## src/rtl/pspll_pkg.sv

```systemverilog
package pspll_pkg;

    // Ticks of the 2x master clock that make one line-clock period
    // (eight master periods, two ticks each).
    localparam int unsigned TICKS_PER_LINE_DEF = 16;

    // Consecutive in-window comparisons needed before lock is declared.
    localparam int unsigned LOCK_FRAMES_DEF = 4;

    // Consecutive local frames without an active edge before the loop idles.
    localparam int unsigned MISS_FRAMES_DEF = 2;

endpackage

```

## src/rtl/pspll_prescaler.sv

```systemverilog
module pspll_prescaler #(
    parameter int unsigned TICKS = pspll_pkg::TICKS_PER_LINE_DEF
) (
    input  logic clk,
    input  logic rst_n,
    input  logic stretch_req_i,
    output logic line_clk_o,
    output logic line_tick_o,
    output logic stall_o
);

    localparam int unsigned W = $clog2(TICKS);
    localparam logic [W-1:0] LAST = W'(TICKS - 1);
    localparam logic [W-1:0] HALF = W'(TICKS / 2);

    typedef struct packed {
        logic [W-1:0] ph;
        logic         stalled;
    } pre_st_t;

    pre_st_t st_d, st_q;
    logic    stall;

    always_comb begin
        st_d  = st_q;
        // Hold one tick at the first tick of a requested line period, once.
        stall = stretch_req_i && (st_q.ph == '0) && !st_q.stalled;
        st_d.stalled = stall;
        if (!stall) begin
            st_d.ph = (st_q.ph == LAST) ? '0 : st_q.ph + 1'b1;
        end
    end

    always_ff @(posedge clk or negedge rst_n) begin
        if (!rst_n) begin
            st_q <= '0;
        end else begin
            st_q <= st_d;
        end
    end

    assign line_clk_o  = (st_q.ph >= HALF);
    assign line_tick_o = !stall && (st_q.ph == LAST);
    assign stall_o     = stall;

    // a stretch holds the counter at its start for exactly one tick
    a_r7_single_hold: assert property (@(posedge clk) disable iff (!rst_n)
        stall_o |=> (st_q.ph == '0) && !stall_o);

    // the line clock is low right after a line period ends
    a_r1_low_after_tick: assert property (@(posedge clk) disable iff (!rst_n)
        line_tick_o |=> !line_clk_o);

endmodule

```

## src/rtl/pspll_frame_div.sv

```systemverilog
module pspll_frame_div #(
    parameter int unsigned FRAME_DIV = 193
) (
    input  logic                         clk,
    input  logic                         rst_n,
    input  logic                         line_tick_i,
    output logic [$clog2(FRAME_DIV)-1:0] pos_o,
    output logic                         wrap_o,
    output logic                         stretch_point_o,
    output logic                         frame_o
);

    localparam int unsigned FW = $clog2(FRAME_DIV);
    localparam logic [FW-1:0] FLAST = FW'(FRAME_DIV - 1);
    localparam logic [FW-1:0] FHALF = FW'(FRAME_DIV / 2);

    typedef struct packed {
        logic [FW-1:0] pos;
    } fd_st_t;

    fd_st_t st_d, st_q;
    logic   wrap;

    always_comb begin
        st_d = st_q;
        wrap = line_tick_i && (st_q.pos == FLAST);
        if (line_tick_i) begin
            st_d.pos = wrap ? '0 : st_q.pos + 1'b1;
        end
    end

    always_ff @(posedge clk or negedge rst_n) begin
        if (!rst_n) begin
            st_q <= '0;
        end else begin
            st_q <= st_d;
        end
    end

    assign pos_o           = st_q.pos;
    assign wrap_o          = wrap;
    assign stretch_point_o = (st_q.pos == '0) || (st_q.pos == FHALF);
    assign frame_o         = (st_q.pos < FHALF);

    // the line position never leaves its range
    a_r2_pos_in_range: assert property (@(posedge clk) disable iff (!rst_n)
        pos_o <= FLAST);

    // a frame end restarts the line position at zero
    a_r2_wrap_to_zero: assert property (@(posedge clk) disable iff (!rst_n)
        wrap_o |=> (pos_o == '0));

endmodule

```

## src/rtl/pspll_phase_det.sv

```systemverilog
module pspll_phase_det #(
    parameter int unsigned FRAME_DIV       = 193,
    parameter bit          LOCK_ON_FALLING = 1'b1,
    parameter int unsigned LOCK_FRAMES     = pspll_pkg::LOCK_FRAMES_DEF,
    parameter int unsigned MISS_FRAMES     = pspll_pkg::MISS_FRAMES_DEF
) (
    input  logic                         clk,
    input  logic                         rst_n,
    input  logic                         ref_i,
    input  logic [$clog2(FRAME_DIV)-1:0] pos_i,
    input  logic                         wrap_i,
    output logic                         slow_o,
    output logic                         locked_o
);

    localparam int unsigned FW = $clog2(FRAME_DIV);
    localparam int unsigned CW = $clog2(LOCK_FRAMES + 1);
    localparam int unsigned MW = $clog2(MISS_FRAMES + 1);
    localparam logic [FW-1:0] FLAST = FW'(FRAME_DIV - 1);
    localparam logic [FW-1:0] FHALF = FW'(FRAME_DIV / 2);

    typedef struct packed {
        logic          s1;
        logic          s2;
        logic          prev;
        logic          slow;
        logic          seen;
        logic [CW-1:0] hits;
        logic [MW-1:0] miss;
        logic          locked;
    } pd_st_t;

    pd_st_t st_d, st_q;
    logic   act_edge;
    logic   in_window;
    logic   leading;

    always_comb begin
        st_d      = st_q;
        st_d.s1   = ref_i;
        st_d.s2   = st_q.s1;
        st_d.prev = st_q.s2;

        act_edge  = LOCK_ON_FALLING ? (st_q.prev && !st_q.s2)
                                    : (!st_q.prev && st_q.s2);
        in_window = (pos_i == '0) || (pos_i == FLAST);
        leading   = (pos_i < FHALF);

        if (act_edge) begin
            st_d.slow = leading;
            st_d.seen = 1'b1;
            st_d.miss = '0;
            if (in_window) begin
                if (st_q.hits != CW'(LOCK_FRAMES)) begin
                    st_d.hits = st_q.hits + 1'b1;
                end
                if (st_q.hits >= CW'(LOCK_FRAMES - 1)) begin
                    st_d.locked = 1'b1;
                end
            end else begin
                st_d.hits   = '0;
                st_d.locked = 1'b0;
            end
        end else if (wrap_i) begin
            if (st_q.seen) begin
                st_d.seen = 1'b0;
            end else begin
                if (st_q.miss != MW'(MISS_FRAMES)) begin
                    st_d.miss = st_q.miss + 1'b1;
                end
                if (st_q.miss >= MW'(MISS_FRAMES - 1)) begin
                    st_d.slow   = 1'b0;
                    st_d.locked = 1'b0;
                    st_d.hits   = '0;
                end
            end
        end
    end

    always_ff @(posedge clk or negedge rst_n) begin
        if (!rst_n) begin
            st_q      <= '0;
            st_q.s1   <= LOCK_ON_FALLING;
            st_q.s2   <= LOCK_ON_FALLING;
            st_q.prev <= LOCK_ON_FALLING;
        end else begin
            st_q <= st_d;
        end
    end

    assign slow_o   = st_q.slow;
    assign locked_o = st_q.locked;

    // lock is only gained on an active edge inside the window
    a_r9_lock_on_window_edge: assert property (@(posedge clk) disable iff (!rst_n)
        $rose(locked_o) |-> $past(act_edge && in_window));

    // a saturated miss count never coexists with lock
    a_r10_idle_unlocked: assert property (@(posedge clk) disable iff (!rst_n)
        (st_q.miss == MW'(MISS_FRAMES)) |-> !locked_o);

endmodule

```

## src/rtl/pulse_stretch_dpll.sv

```systemverilog
module pulse_stretch_dpll #(
    parameter int unsigned FRAME_DIV       = 193,
    parameter bit          LOCK_ON_FALLING = 1'b1,
    parameter int unsigned TICKS_PER_LINE  = pspll_pkg::TICKS_PER_LINE_DEF,
    parameter int unsigned LOCK_FRAMES     = pspll_pkg::LOCK_FRAMES_DEF,
    parameter int unsigned MISS_FRAMES     = pspll_pkg::MISS_FRAMES_DEF
) (
    input  logic clk_2x,
    input  logic rst_n,
    input  logic ref_8k,
    output logic line_clk,
    output logic frame_8k,
    output logic locked
);

    localparam int unsigned FW = $clog2(FRAME_DIV);
    localparam logic [FW-1:0] FHALF = FW'(FRAME_DIV / 2);

    logic          line_tick;
    logic          stall;
    logic          wrap;
    logic          at_point;
    logic          slow;
    logic [FW-1:0] pos;

    pspll_prescaler #(
        .TICKS (TICKS_PER_LINE)
    ) u_pre (
        .clk           (clk_2x),
        .rst_n         (rst_n),
        .stretch_req_i (slow && at_point),
        .line_clk_o    (line_clk),
        .line_tick_o   (line_tick),
        .stall_o       (stall)
    );

    pspll_frame_div #(
        .FRAME_DIV (FRAME_DIV)
    ) u_fdiv (
        .clk             (clk_2x),
        .rst_n           (rst_n),
        .line_tick_i     (line_tick),
        .pos_o           (pos),
        .wrap_o          (wrap),
        .stretch_point_o (at_point),
        .frame_o         (frame_8k)
    );

    pspll_phase_det #(
        .FRAME_DIV       (FRAME_DIV),
        .LOCK_ON_FALLING (LOCK_ON_FALLING),
        .LOCK_FRAMES     (LOCK_FRAMES),
        .MISS_FRAMES     (MISS_FRAMES)
    ) u_pd (
        .clk      (clk_2x),
        .rst_n    (rst_n),
        .ref_i    (ref_8k),
        .pos_i    (pos),
        .wrap_i   (wrap),
        .slow_o   (slow),
        .locked_o (locked)
    );

    // a prescaler hold happens only at one of the two frame positions
    a_r7_stretch_position: assert property (@(posedge clk_2x) disable iff (!rst_n)
        stall |-> ((pos == '0) || (pos == FHALF)));

    // a held tick never advances the frame position
    a_r5_hold_freezes_frame: assert property (@(posedge clk_2x) disable iff (!rst_n)
        stall |=> $stable(pos));

endmodule

```

## config.mk

```make
export PLATFORM = sky130hd
export DESIGN_NAME = pulse_stretch_dpll
export DESIGN_NICKNAME = d
export VERILOG_FILES = /design/src/rtl/pspll_pkg.sv /design/src/rtl/pspll_prescaler.sv /design/src/rtl/pspll_frame_div.sv /design/src/rtl/pspll_phase_det.sv /design/src/rtl/pulse_stretch_dpll.sv
export SDC_FILE = /design/constraint.sdc
export NUM_CORES = 1
export LEC_CHECK = 0
export ABC_AREA = 1
export ABC_CLOCK_PERIOD_IN_PS = 2850
export BUFFER_PORTS_ARGS = -buffer_cell sky130_fd_sc_hd__buf_4
export CAP_MARGIN = 30
export CORE_ASPECT_RATIO = 1.25
export CORE_MARGIN = 3
export CORE_UTILIZATION = 64
export CTS_CLUSTER_SIZE = 40
export DETAILED_ROUTE_END_ITERATION = 8
export PLACE_DENSITY = 0.92
export SYNTH_ARGS = -nofsm -noshare
export SYNTH_HDL_FRONTEND = slang
export SYNTH_SLANG_ARGS = --single-unit
```

## constraint.sdc

```tcl
create_clock -name clk_2x -period 2.85 [get_ports clk_2x]
set_input_delay 0 -clock clk_2x [delete_from_list [all_inputs] [get_ports clk_2x]]
set_output_delay 0 -clock clk_2x [all_outputs]
set_load 0.01 [all_outputs]
```

After elaboration in Yosys (flattened, before gate mapping)
Index checks and enable logic that the tools add are counted.
{"block": "word_totals", "latchBits": 0, "ram_bits": 0, "register_bits": 24, "in_bits": 3, "rom_bits": 0, "n_memories": 0}
{"block": "op_classes", "addsub": 4, "n_lt_le_gt_ge": 4, "reduce_logical": 20, "n_mul": 0, "n_eq_ne": 8, "n_shift": 0, "n_bitwise": 0, "n_mux": 13, "div": 0}
{"operator": "$mux W8", "count": 3}
{"operator": "$mux W3", "count": 3}
{"operator": "$ne A3 B3 Y1 const B", "count": 3}
{"operator": "$add A8 B1 Y8 const B", "count": 1}
{"operator": "$eq A8 B7 Y1 const B", "count": 1}
{"operator": "$eq A8 B8 Y1 const B", "count": 1}
{"operator": "$logic_not A8 Y1", "count": 1}
{"operator": "$lt A8 B7 Y1 const B", "count": 1}
{"operator": "$reduce_and A4 Y1", "count": 2}
{"operator": "$logic_and A1 B1 Y1", "count": 6}
{"operator": "$mux W6", "count": 1}
{"operator": "$reduce_and A3 Y1", "count": 2}
{"operator": "$reduce_bool A2 Y1", "count": 3}
{"operator": "$add A4 B1 Y4 const B", "count": 1}
{"operator": "$eq A4 B4 Y1 const B", "count": 1}
{"operator": "$ge A4 B4 Y1 const B", "count": 1}
{"operator": "$logic_not A4 Y1", "count": 1}
{"operator": "$mux W1", "count": 4}
{"operator": "$mux W4", "count": 1}
{"operator": "$ne A2 B2 Y1 const B", "count": 2}
{"operator": "$add A3 B1 Y3 const B", "count": 1}
{"operator": "$ge A3 B2 Y1 const B", "count": 1}
{"operator": "$logic_not A1 Y1", "count": 3}
{"operator": "$add A2 B1 Y2 const B", "count": 1}
{"operator": "3 further kinds", "count": 4}

Logic depth before layout (Yosys ltp)
Gate-level depths: netlist of the first run.
{"block": "depth", "word_depth": 10, "depth_mapped": 10, "ltp_nobuf": 10}

Modules after synthesis
A second synthesis of the first run with hierarchy kept.
{"block": "hier_totals", "cells_unflattened": 167, "area_unflattened_um2": 1342.5}
{"module": "pspll_phase_det", "seq_area_each_um2": 279.0, "area_each_um2": 590.6, "instances": 1, "cells_each": 69}
{"module": "pspll_frame_div", "seq_area_each_um2": 200.2, "area_each_um2": 479.2, "instances": 1, "cells_each": 63}
{"module": "pspll_prescaler", "seq_area_each_um2": 125.1, "area_each_um2": 265.3, "instances": 1, "cells_each": 33}
{"module": "pulse_stretch_dpll", "seq_area_each_um2": 0.0, "area_each_um2": 7.5, "instances": 1, "cells_each": 2}

Worst setup path before layout of the first run
No wires, ideal clock.
{"block": "synth_path", "kind": "register to register", "startpoint": "register u_fdiv.st_q, in the netlist u_fdiv.pos_o[0]", "endpoint": "register u_pd.st_q[1] (netlist name)", "required_ns": 2.726, "setup_time_ns": 0.124, "arrival_time_ns": 1.259, "path_stages_with_launch": 10, "slack_ns": 1.468, "synth_period_minus_slack_ns": 1.382, "cell_sequence": "dfrtp_1 inv_1 ha_1 nand2_1 nor2_2 nand2_2 nor2_4 nand2_1 o21ai_0 a21oi_1"}
{"block": "synth_between", "elab_chain_cells": 10, "word_cells_on_any_way": 12, "cone_classes": "eq/ne (2); reduce/logical (10)"}
{"element": "start: declaration", "line_no": "pspll_frame_div.sv:21", "rtl": "fd_st_t st_d, st_q;"}
{"element": "start signal: assignment", "line_no": "pspll_frame_div.sv:36", "rtl": "st_q <= st_d;"}
{"element": "$eq A8 B7 Y1 or $logic_not A8 Y1 (tied branches)", "line_no": "pspll_frame_div.sv:42", "rtl": "assign stretch_point_o = (st_q.pos == '0) || (st_q.pos == FHALF);"}
{"element": "$logic_or A1 B1 Y1", "line_no": "pspll_frame_div.sv:42"}
{"element": "$logic_and A1 B1 Y1", "line_no": "pulse_stretch_dpll.sv:31", "rtl": ".stretch_req_i (slow && at_point),"}
{"element": "$logic_and A1 B1 Y1 (2 in a row)", "line_no": "pspll_prescaler.sv:27", "rtl": "stall = stretch_req_i && (st_q.ph == '0) && !st_q.stalled;"}
{"element": "$logic_not A1 Y1"}
{"element": "$logic_and A1 B1 Y1", "line_no": "pspll_prescaler.sv:43", "rtl": "assign line_tick_o = !stall && (st_q.ph == LAST);"}
{"element": "$logic_and A1 B1 Y1 *", "line_no": "pspll_frame_div.sv:26", "rtl": "wrap = line_tick_i && (st_q.pos == FLAST);"}
{"element": "$reduce_bool A2 Y1 (no source line) *"}
{"element": "$reduce_and A3 Y1 (no source line) *"}
{"element": "end signal: assignment", "line_no": "pspll_phase_det.sv:87", "rtl": "st_q <= st_d;"}
{"element": "end: declaration", "line_no": "pspll_phase_det.sv:33", "rtl": "pd_st_t st_d, st_q;"}
Every way passes the cells marked *; elsewhere a longest branch is shown, timed or not.
A chain may end at the register's enable or synchronous reset.

Worst setup path after layout of the first run
Ends and elaborated chain as after synthesis.

==> flow_summary_export.csv, run 1 <==
group,metric,value,unit
sta,rsz0062_at_grt,"no",
power_and_ir_drop,power,546,uW
floorplanning,die_x,46.1,um
logic_synthesis,synth_cell_type_count,25,
final_layout,seq_area,604,um^2
clocking,post_cts_resized,0,
final_layout,antennaDiodeCount,0,
sta,fin_skew,7.06,ps
worst_setup_path,path_class,"reg2reg",
sta,setup_tns,0,ps
logic_synthesis,yosysSeqAreaShare,0.469,
clocking,numCtsBuffers,3,
final_layout,nFillCells,130,
sta,drv_slew,0,
global_routing,grt_max_degree,25,
outcome,status,"completed",
sta,max_freq,0.628,GHz
logic_synthesis,synth_top_family_by_area,"simple AND/OR/NAND/NOR gates",
sta,slew_headroom,0.759,
worst_setup_path,regToRegSetupSlack,1260,ps
floorplanning,dieHeight,56.1,um
drt,drt-wirelength-per-cell,13.0,um
sta,setup_ws,1260,ps
placed_design,pre_cts_slack,1320,ps
power_and_ir_drop,power_density,390,nW/um^2
drt,drt_iter0_drc,35,
floorplanning,pin_count,6,
clocking,cts_tree,"done",
logic_synthesis,syn_inst,148,
final_layout,area_delta_synth_final,8.84,%
drt,drcViolationCount,0,
logic_synthesis,yosys.area.top_type_share,0.408,
floorplanning,dieArea,2590,um^2
drt,ant_nets,0,
logic_synthesis,synth-compound-area-share,0.0719,
worst_setup_path,r2r-start,"u_fdiv.pos_o[0]$_DFFE_PN0P_",
final_layout,nNetsFinal,171,
clocking,htreeDepth,1,
clocking,cts.path.max_buffers,2,
global_routing,overflow,0,
power_and_ir_drop,peakVddDrop,0.252,mV
sta,setup_viol,0,
sta,fin_crit,1590,ps
logic_synthesis,yosys_warnings,0,
worst_setup_path,critPathCaptureType,"flip-flop",
logic_synthesis,synthTopCellsByArea,"dfrtp_1, ha_1, nand2_1",
worst_setup_path,path_max_fanout,4,
floorplanning,start_util,0.704,
hold_path,min_path_type,"in2async",
sta,finalHoldViolCount,0,
placed_design,gp_congestion,0.836,
global_routing,antenna_found_initial,0,
final_layout,fin_area,1400,um^2
logic_synthesis,syn_nets,160,
worst_setup_path,rr_worst_depth,9,
logic_synthesis,synth_mux_area_frac,0,
clocking,cts.sinks,24,
floorplanning,core.rowCount,17,
drt,wirelength,2310,um
final_layout,mostFrequentLayoutCell,"nand2_1",
power_and_ir_drop,p_leak,0.685,nW
worst_setup_path,crit_arrival,1800,ps
worst_setup_path,cp.required,3050,ps
sta,tightest_slew,361,ps
logic_synthesis,synth_flop_cell,"dfrtp_1",
drt,via_per_inst,5.68,
logic_synthesis,ys_ff_latch,24,
clocking,post_cts.repair.setup_buffers,0,
placed_design,hpwlAfterDp,1710,um
worst_setup_path,critPathLaunchType,"flip-flop",
global_routing,grt_pass1_vias,1022,
placed_design,port_buffers,5,
global_routing,grtUsageTotal,0.209,
drt,firstDrtPassIters,4,
worst_setup_path,startpoint,"u_fdiv.pos_o[0]$_DFFE_PN0P_",
placed_design,dpl-instance-area,1350,um^2
logic_synthesis,yosys.area_share.simple,0.273,
logic_synthesis,synth_edf_count,0,
logic_synthesis,synth_area_leader_cell,"dfrtp_1",
clocking,cts_hold_buf,2,
logic_synthesis,syn_area_per_cell,8.70,um^2
sta,hold_slack,102,ps
final_layout,final_cell_mix,"nand2_1, inv_1, dfrtp_1",
sta,period_share,0.559,
global_routing,grt_first_pass_wirelength,4150,um
job,maxCapViolCount,0,
final_layout,drive_gt1_frac,0.171,
logic_synthesis,syn_area,1290,um^2
drt,dr_total_vias,1006,
worst_setup_path,crit_end,"u_pd.st_q[1]$_DFFE_PN0P_",
clocking,cts_root_buffer,"clkbuf_4",
final_layout,multi_input_area,592,um^2
floorplanning,core_area,1830,um^2
clocking,clk_latency,310,ps
clocking,clk_pin_slew_worst_paths,130,ps
logic_synthesis,synth_adder_area_share,0.0875,
worst_setup_path,worstReg2RegEnd,"u_pd.st_q[1]$_DFFE_PN0P_",
logic_synthesis,synth-xor-area-share,0.0272,
logic_synthesis,synthArstFlopShare,1.00,
==> worst min-delay path by stage <==
stage,slack [ps],end
2_1_floorplan,-300,u_fdiv.pos_o[0]$_DFFE_PN0P_
3_3_place_gp,-90,u_fdiv.pos_o[7]$_DFFE_PN0P_
3_5_place_dp,-90,u_fdiv.pos_o[6]$_DFFE_PN0P_
4_1_cts,110,u_fdiv.pos_o[6]$_DFFE_PN0P_
5_1_grt,120,u_fdiv.pos_o[6]$_DFFE_PN0P_
6_report,100,u_pre.st_q[2]$_DFFE_PN0N_
==> worst max-delay path: stages (launching register included) <==
cell,delay [ps]
dfrtp_1,420
inv_1,100
ha_1,190
nand2_1,80
nor2_2,140
nand2_2,130
nor2_4,130
nand2_1,100
o21ai_0,140
a21oi_1,60
==> metal layers <==
metal,GRT usage,vias up,part of all wire
li1,-,491,-
met1,0.249,473,0.43
met2,0.362,32,0.51
met3,0.0291,10,0.037
met4,0.0732,0,0.028
met5,0,-,0
==> metrics by stage <==
step | utilization | std cells
6_report | 0.766 | 177
5_1_grt | 0.766 | 177
4_1_cts | 0.766 | 177
3_5_place_dp | 0.735 | 171
3_3_place_gp | 0.735 | 171
2_1_floorplan | - | 148
==> sequential cells by signal, summed over array words and instances (netlist names) <==
register,cells
u_pd.slow_o,1
u_pd.st_d,2
u_pd.st_q,7
u_pd.locked_o,1
u_fdiv.pos_o,8
u_pre.st_q,5
==> Yosys cell counts, types with 2 or more instances <==
master	count
nand2_1	30
dfrtp_1	21
inv_1	21
nor2_1	13
ha_1	9
a21oi_1	7
nand3_1	6
nand4_1	5
o21ai_0	5
nand2_2	4
dfstp_2	3
nand3_2	3
nor2_2	3
nor3_1	3
xor2_1	3
nor2_4	2
o21ai_1	2
==> logic make-up (layout without fill, tap and decap cells) <==
group,count (synthesis),after routing
buf+inv,24,34
compound gates,17,17
flops,24,24
xor+xnor,4,4
simple gates,70,70
fa+ha+maj,9,9
==> final cells by class <==
cell class                 count  area share
inverter                      23      0.0625
tap                           19      0.0170
sequential                    24       0.431
timing repair buffer           7      0.0411
multi-input combinational    100       0.422
clock buffer                   4      0.0259
==> power breakdown <==
part           leakage, nW  internal, mW  switching [mW]
registers            0.301         0.346         0.00240
logic                0.363       0.00673          0.0139
clock network       0.0210        0.0780          0.0986
Note: power is estimated with default switching activity, not from simulation.
==> inputs of run 2 (changes only) <==
--- a/config.mk
+++ b/config.mk
@@ -6,15 +6,15 @@
 export NUM_CORES = 1
 export LEC_CHECK = 0
 export ABC_AREA = 1
-export ABC_CLOCK_PERIOD_IN_PS = 2850
+export ABC_CLOCK_PERIOD_IN_PS = 1500
 export BUFFER_PORTS_ARGS = -buffer_cell sky130_fd_sc_hd__buf_4
 export CAP_MARGIN = 30
 export CORE_ASPECT_RATIO = 1.25
 export CORE_MARGIN = 3
-export CORE_UTILIZATION = 64
+export CORE_UTILIZATION = 59
 export CTS_CLUSTER_SIZE = 40
 export DETAILED_ROUTE_END_ITERATION = 8
-export PLACE_DENSITY = 0.92
+export PLACE_DENSITY = 0.86
 export SYNTH_ARGS = -nofsm -noshare
 export SYNTH_HDL_FRONTEND = slang
 export SYNTH_SLANG_ARGS = --single-unit
==> constraint.sdc (replaced) <==
create_clock -name clk_2x -period 1.5 [get_ports clk_2x]
set_input_delay 0 -clock clk_2x [delete_from_list [all_inputs] [get_ports clk_2x]]
set_output_delay 0 -clock clk_2x [all_outputs]
set_load 0.01 [all_outputs]
==> flow_summary_export.csv, run 2 (same netlist as run 1, synthesis figures left out) <==
group,metric,value,unit
worst_setup_path,path_max_fanout,4,
hold_path,min_path_type,"in2async",
power_and_ir_drop,power_density,760,nW/um^2
sta,finalHoldViolCount,0,
global_routing,grtUsageTotal,0.198,
clocking,numCtsBuffers,3,
worst_setup_path,r2r-start,"u_fdiv.pos_o[1]$_DFFE_PN0P_",
worst_setup_path,worstReg2RegEnd,"u_pd.st_q[5]$_DFFE_PN0P_",
sta,hold_slack,98.1,ps
floorplanning,die_x,47.8,um
final_layout,regMostFlops,"u_fdiv.pos_o",
final_layout,drive_gt1_frac,0.271,
global_routing,overflow,0,
placed_design,gp_congestion,0.804,
clocking,cts_root_buffer,"clkbuf_4",
power_and_ir_drop,peakVddDrop,0.741,mV
worst_setup_path,regToRegSetupSlack,2,ps
worst_setup_path,crit_end,"u_pd.st_q[5]$_DFFE_PN0P_",
final_layout,mostFrequentLayoutCell,"nand2_1",
sta,drv_slew,0,
final_layout,top_regs,"u_fdiv.pos_o (8), u_pd.st_q (7), u_pre.st_q (5)",
sta,fin_skew,9.85,ps
placed_design,hpwlAfterDp,1770,um
clocking,cts.sinks,24,
clocking,cts_tree,"done",
drt,drt_iter0_drc,15,
drt,via_per_inst,5.49,
worst_setup_path,crit_arrival,1770,ps
drt,drt-wirelength-per-cell,13.2,um
sta,setup_tns,0,ps
final_layout,area_delta_synth_final,20.3,%
final_layout,nNetsFinal,179,
sta,setup_viol,0,
sta,max_freq,0.668,GHz
floorplanning,core_area,2030,um^2
final_layout,final_cell_mix,"nand2_1, dfrtp_1, inv_1",
sta,period_share,0.999,
clocking,htreeDepth,1,
final_layout,finish.utilization,0.764,
final_layout,antennaDiodeCount,0,
final_layout,nFillCells,140,
sta,rsz0062_at_grt,"yes",
drt,dr_total_vias,1022,
floorplanning,dieHeight,58.2,um
drt,firstDrtPassIters,4,
sta,fin_crit,1500,ps
floorplanning,dieArea,2780,um^2
clocking,clk_latency,320,ps
drt,wirelength,2460,um
worst_setup_path,rr_worst_depth,10,
placed_design,port_buffers,5,
drt,drcViolationCount,0,
floorplanning,core.rowCount,18,
sta,slew_headroom,0.801,
worst_setup_path,cp.required,1770,ps
outcome,status,"completed",
floorplanning,start_util,0.635,
worst_setup_path,critPathLaunchType,"flip-flop",
global_routing,grt_max_degree,25,
global_routing,grt_pass1_vias,956,
global_routing,grt_first_pass_wirelength,3990,um
power_and_ir_drop,p_leak,0.744,nW
sta,tightest_slew,299,ps
clocking,cts.path.max_buffers,2,
floorplanning,pin_count,6,
drt,ant_nets,0,
final_layout,largest_reg_flops,8,
worst_setup_path,path_class,"reg2reg",
clocking,clk_pin_slew_worst_paths,140,ps
worst_setup_path,critPathCaptureType,"flip-flop",
worst_setup_path,startpoint,"u_fdiv.pos_o[1]$_DFFE_PN0P_",
job,maxCapViolCount,0,
global_routing,antenna_found_initial,0,
-- run 2: cell count changes in the layout (fill, tap and decap cells not counted), moves of 3 or more --
cell     change
nand2_2      +4
nand2_1      -5
inv_2        +3
buf_4        +7
inv_1        -3
-- run 2: power breakdown --
group          internal [mW]  switching [mW]  total [mW]
Clock                  0.270           0.201       0.471
Sequential             0.658         0.00465       0.663
Combinational         0.0152          0.0287      0.0440
-- run 2: layer usage --
layer | vias up | GRT usage | wire length (um)
li1 | 507 | - | -
met1 | 493 | 0.230 | 1050
met2 | 18 | 0.340 | 1300
met3 | 4 | 0.0280 | 67
met4 | 0 | 0.0923 | 40
met5 | - | 0 | 0
-- run 2: critical path: stages, from the launching register on --
cell     delay [ps]
dfrtp_1         420
inv_2            90
ha_4            140
nand2_2          60
nor2_4          140
nand2_1          90
nand2_2         120
nand2_2          90
nor2_1          120
nand4_1         110
nand2_1          90
-- run 2: timing repair --
action	CTS	global route
buffers inserted	3	2
endpoints found under the hold margin	25	0
pin swaps	1	6
hold buffers	2	0
setup endpoints to repair	4	11
gates resized for setup	1	16
-- run 2: final cells by class --
| class | instances | area (um^2) | share of cell area |
|---|---|---|---|
| multi-input cells | 100 | 649 | 0.419 |
| flip-flops and latches | 24 | 604 | 0.390 |
| repair buffers | 15 | 130 | 0.0840 |
| inverters | 23 | 87.6 | 0.0565 |
| clock inverters | 1 | 30.0 | 0.0194 |
| well taps | 20 | 25.0 | 0.0162 |
| clock buffers | 3 | 22.5 | 0.0145 |
-- run 2: worst min-delay path by stage --
stage          slack (ps)  start                          end  depth (start not counted)
2_1_floorplan        -300  rst_n  u_fdiv.pos_o[0]$_DFFE_PN0P_                          0
3_3_place_gp          -90  rst_n  u_fdiv.pos_o[5]$_DFFE_PN0P_                          1
6_report              100  rst_n    u_pd.locked_o$_DFFE_PN0P_                          2
3_5_place_dp          -90  rst_n  u_fdiv.pos_o[4]$_DFFE_PN0P_                          1
5_1_grt               110  rst_n    u_pd.locked_o$_DFFE_PN0P_                          2
4_1_cts                90  rst_n    u_pd.locked_o$_DFFE_PN0P_                          2
-- run 2: through the flow --
step,cell area [um^2],instances,setup slack (ps),power (mW)
floorplan,1290,148,118,0.690
global placement,1370,175,70.3,0.712
detailed placement,1370,175,-62.3,0.713
CTS,1460,184,2.91,1.18
global route,1550,186,-135,1.22
finish,1550,186,2.11,1.18
==> inputs of run 3 (changes only) <==
--- a/config.mk
+++ b/config.mk
@@ -12,6 +12,7 @@
 export CORE_ASPECT_RATIO = 1.25
 export CORE_MARGIN = 3
 export CORE_UTILIZATION = 59
+export CTS_BUF_LIST = sky130_fd_sc_hd__clkbuf_16
 export CTS_CLUSTER_SIZE = 40
 export DETAILED_ROUTE_END_ITERATION = 8
 export PLACE_DENSITY = 0.86
==> flow_summary_export.csv, run 3 (same netlist as run 1, synthesis figures left out) <==
group,metric,value,unit
floorplanning,dieArea,2780,um^2
drt,ant_nets,0,
placed_design,hpwlAfterDp,1770,um
worst_setup_path,crit_arrival,1650,ps
sta,fin_skew,3.04,ps
clocking,cts.sinks,24,
final_layout,final_cell_mix,"nand2_1, dfrtp_1, inv_1",
worst_setup_path,critPathLaunchType,"flip-flop",
drt,drcViolationCount,0,
worst_setup_path,crit_family,"simple AND/OR/NAND/NOR gates",
clocking,cts_tree,"done",
floorplanning,pin_count,6,
placed_design,port_buffers,5,
final_layout,area_delta_synth_final,23.1,%
sta,drv_slew,0,
drt,drt-wirelength-per-cell,14.1,um
global_routing,antenna_found_initial,0,
clocking,clk_latency,260,ps
worst_setup_path,regToRegSetupSlack,50,ps
placed_design,gp_congestion,0.804,
global_routing,grt_first_pass_wirelength,4280,um
clocking,clk_pin_slew_worst_paths,60,ps
worst_setup_path,worst_path_max_delay_cell,"dfrtp_1",
power_and_ir_drop,power_density,927,nW/um^2
global_routing,grt_pass1_vias,1011,
clocking,htreeDepth,1,
sta,finalHoldViolCount,0,
final_layout,antennaDiodeCount,0,
worst_setup_path,critPathCaptureType,"flip-flop",
job,maxCapViolCount,0,
sta,tightest_slew,301,ps
final_layout,top_regs,"u_fdiv.pos_o (8), u_pd.st_q (7), u_pre.st_q (5)",
drt,dr_total_vias,1028,
clocking,cts_root_buffer,"clkbuf_16",
worst_setup_path,max_stage_delay,400,ps
sta,fin_crit,1450,ps
sta,setup_viol,0,
worst_setup_path,path_max_fanout,4,
floorplanning,die_x,47.8,um
sta,max_freq,0.689,GHz
power_and_ir_drop,peakVddDrop,0.818,mV
outcome,status,"completed",
worst_setup_path,path_class,"reg2reg",
worst_setup_path,rr_worst_depth,10,
worst_setup_path,crit_chain,"inv_2, ha_4, nand2_2, nor2_4, nand2_1, nand2_4, nand2_2, nor2_1, nand4_1, nand2_1",
floorplanning,start_util,0.635,
sta,setup_tns,0,ps
final_layout,largest_reg_flops,8,
drt,wirelength,2610,um
power_and_ir_drop,p_leak,0.761,nW
final_layout,drive_gt1_frac,0.261,
floorplanning,core_area,2030,um^2
sta,hold_slack,176,ps
drt,firstDrtPassIters,4,
floorplanning,core.rowCount,18,
drt,drt_iter0_drc,6,
clocking,numCtsBuffers,3,
worst_setup_path,cp.depth,10,
worst_setup_path,cp.required,1700,ps
hold_path,min_path_type,"in2async",
sta,slew_headroom,0.800,
global_routing,grtUsageTotal,0.213,
global_routing,overflow,0,
final_layout,nFillCells,126,
worst_setup_path,path_buf_inv,1,
drt,via_per_inst,5.56,
final_layout,nNetsFinal,178,
clocking,cts.path.max_buffers,2,
floorplanning,dieHeight,58.2,um
global_routing,grt_max_degree,25,
sta,period_share,0.967,
final_layout,regMostFlops,"u_fdiv.pos_o",
final_layout,mostFrequentLayoutCell,"nand2_1",
==> run 3: cell count changes in the layout (fill, tap and decap cells not counted) <==
cell and change:
nand2_2 -3, nand2_4 +1, nand2_1 +2, clkbuf_16 +3
clkbuf_4 -3, o21ai_2 +1, buf_12 -1, o21ai_1 -1
==> run 3: path summary, 6_finish.rpt <==
kind,start,end
worst max-delay path,u_fdiv.pos_o[1]$_DFFE_PN0P_,u_pd.st_q[3]$_DFFE_PN0P_
worst min-delay path,rst_n,u_pd.locked_o$_DFFE_PN0P_
worst max register to register,u_fdiv.pos_o[1]$_DFFE_PN0P_,u_pd.st_q[3]$_DFFE_PN0P_
worst min register to register,u_pd.st_d[9]$_DFF_PN1_,u_pd.st_d[8]$_DFF_PN1_
max in group asynchronous,rst_n,u_pd.st_d[8]$_DFF_PN1_
min in group clk_2x,u_pd.st_d[9]$_DFF_PN1_,u_pd.st_d[8]$_DFF_PN1_
==> run 3: repair_timing <==
action | 4_1_cts | 5_1_grt
setup endpoints to repair | 5 | 8
hold endpoints to repair | 25 | 0
hold buffers | 2 | 0
setup buffers | 4 | 0
pin swaps | 5 | 7
resized for setup | 8 | 9
==> run 3: per-stage QoR <==
stage | cells | setup WS (ps) | instance area (um^2) | utilization | total power, mW
2_1_floorplan | 148 | 118 | 1290 | - | 0.690
3_3_place_gp | 175 | 70.3 | 1370 | 0.675 | 0.712
3_5_place_dp | 175 | -62.3 | 1370 | 0.675 | 0.713
4_1_cts | 185 | 14.4 | 1550 | 0.765 | 1.48
5_1_grt | 185 | -72.5 | 1590 | 0.782 | 1.51
6_report | 185 | 49.0 | 1590 | 0.782 | 1.47
==> run 3: power breakdown <==
part / switching, mW / leakage (nW) / internal (mW)
combinational: 0.0294 / 0.409 / 0.0151
sequential: 0.00490 / 0.301 / 0.659
clock: 0.231 / 0.0511 / 0.531
==> run 3: cell type report <==
type | count | area [um^2] | share of cell area
clock buffers | 3 | 75.1 | 0.0474
inverters | 23 | 87.6 | 0.0552
clock inverters | 1 | 30.0 | 0.0189
repair buffers | 14 | 110 | 0.0695
multi-input cells | 100 | 653 | 0.412
flip-flops and latches | 24 | 604 | 0.381
well taps | 20 | 25.0 | 0.0158
==> run 3: layer usage <==
metal / vias up / global-route usage / wire length (um)
li1: 506 / - / -
met1: 498 / 0.255 / 1120
met2: 15 / 0.355 / 1370
met3: 9 / 0.0311 / 32
met4: 0 / 0.104 / 84
met5: - / 0 / 0
==> run 3: worst reg2reg max path: stages, from the launching register on <==
cell and delay [ps]:
dfrtp_1 400, inv_2 90, ha_4 140, nand2_2 60
nor2_4 130, nand2_1 120, nand2_4 100, nand2_2 80
nor2_1 100, nand4_1 100, nand2_1 80
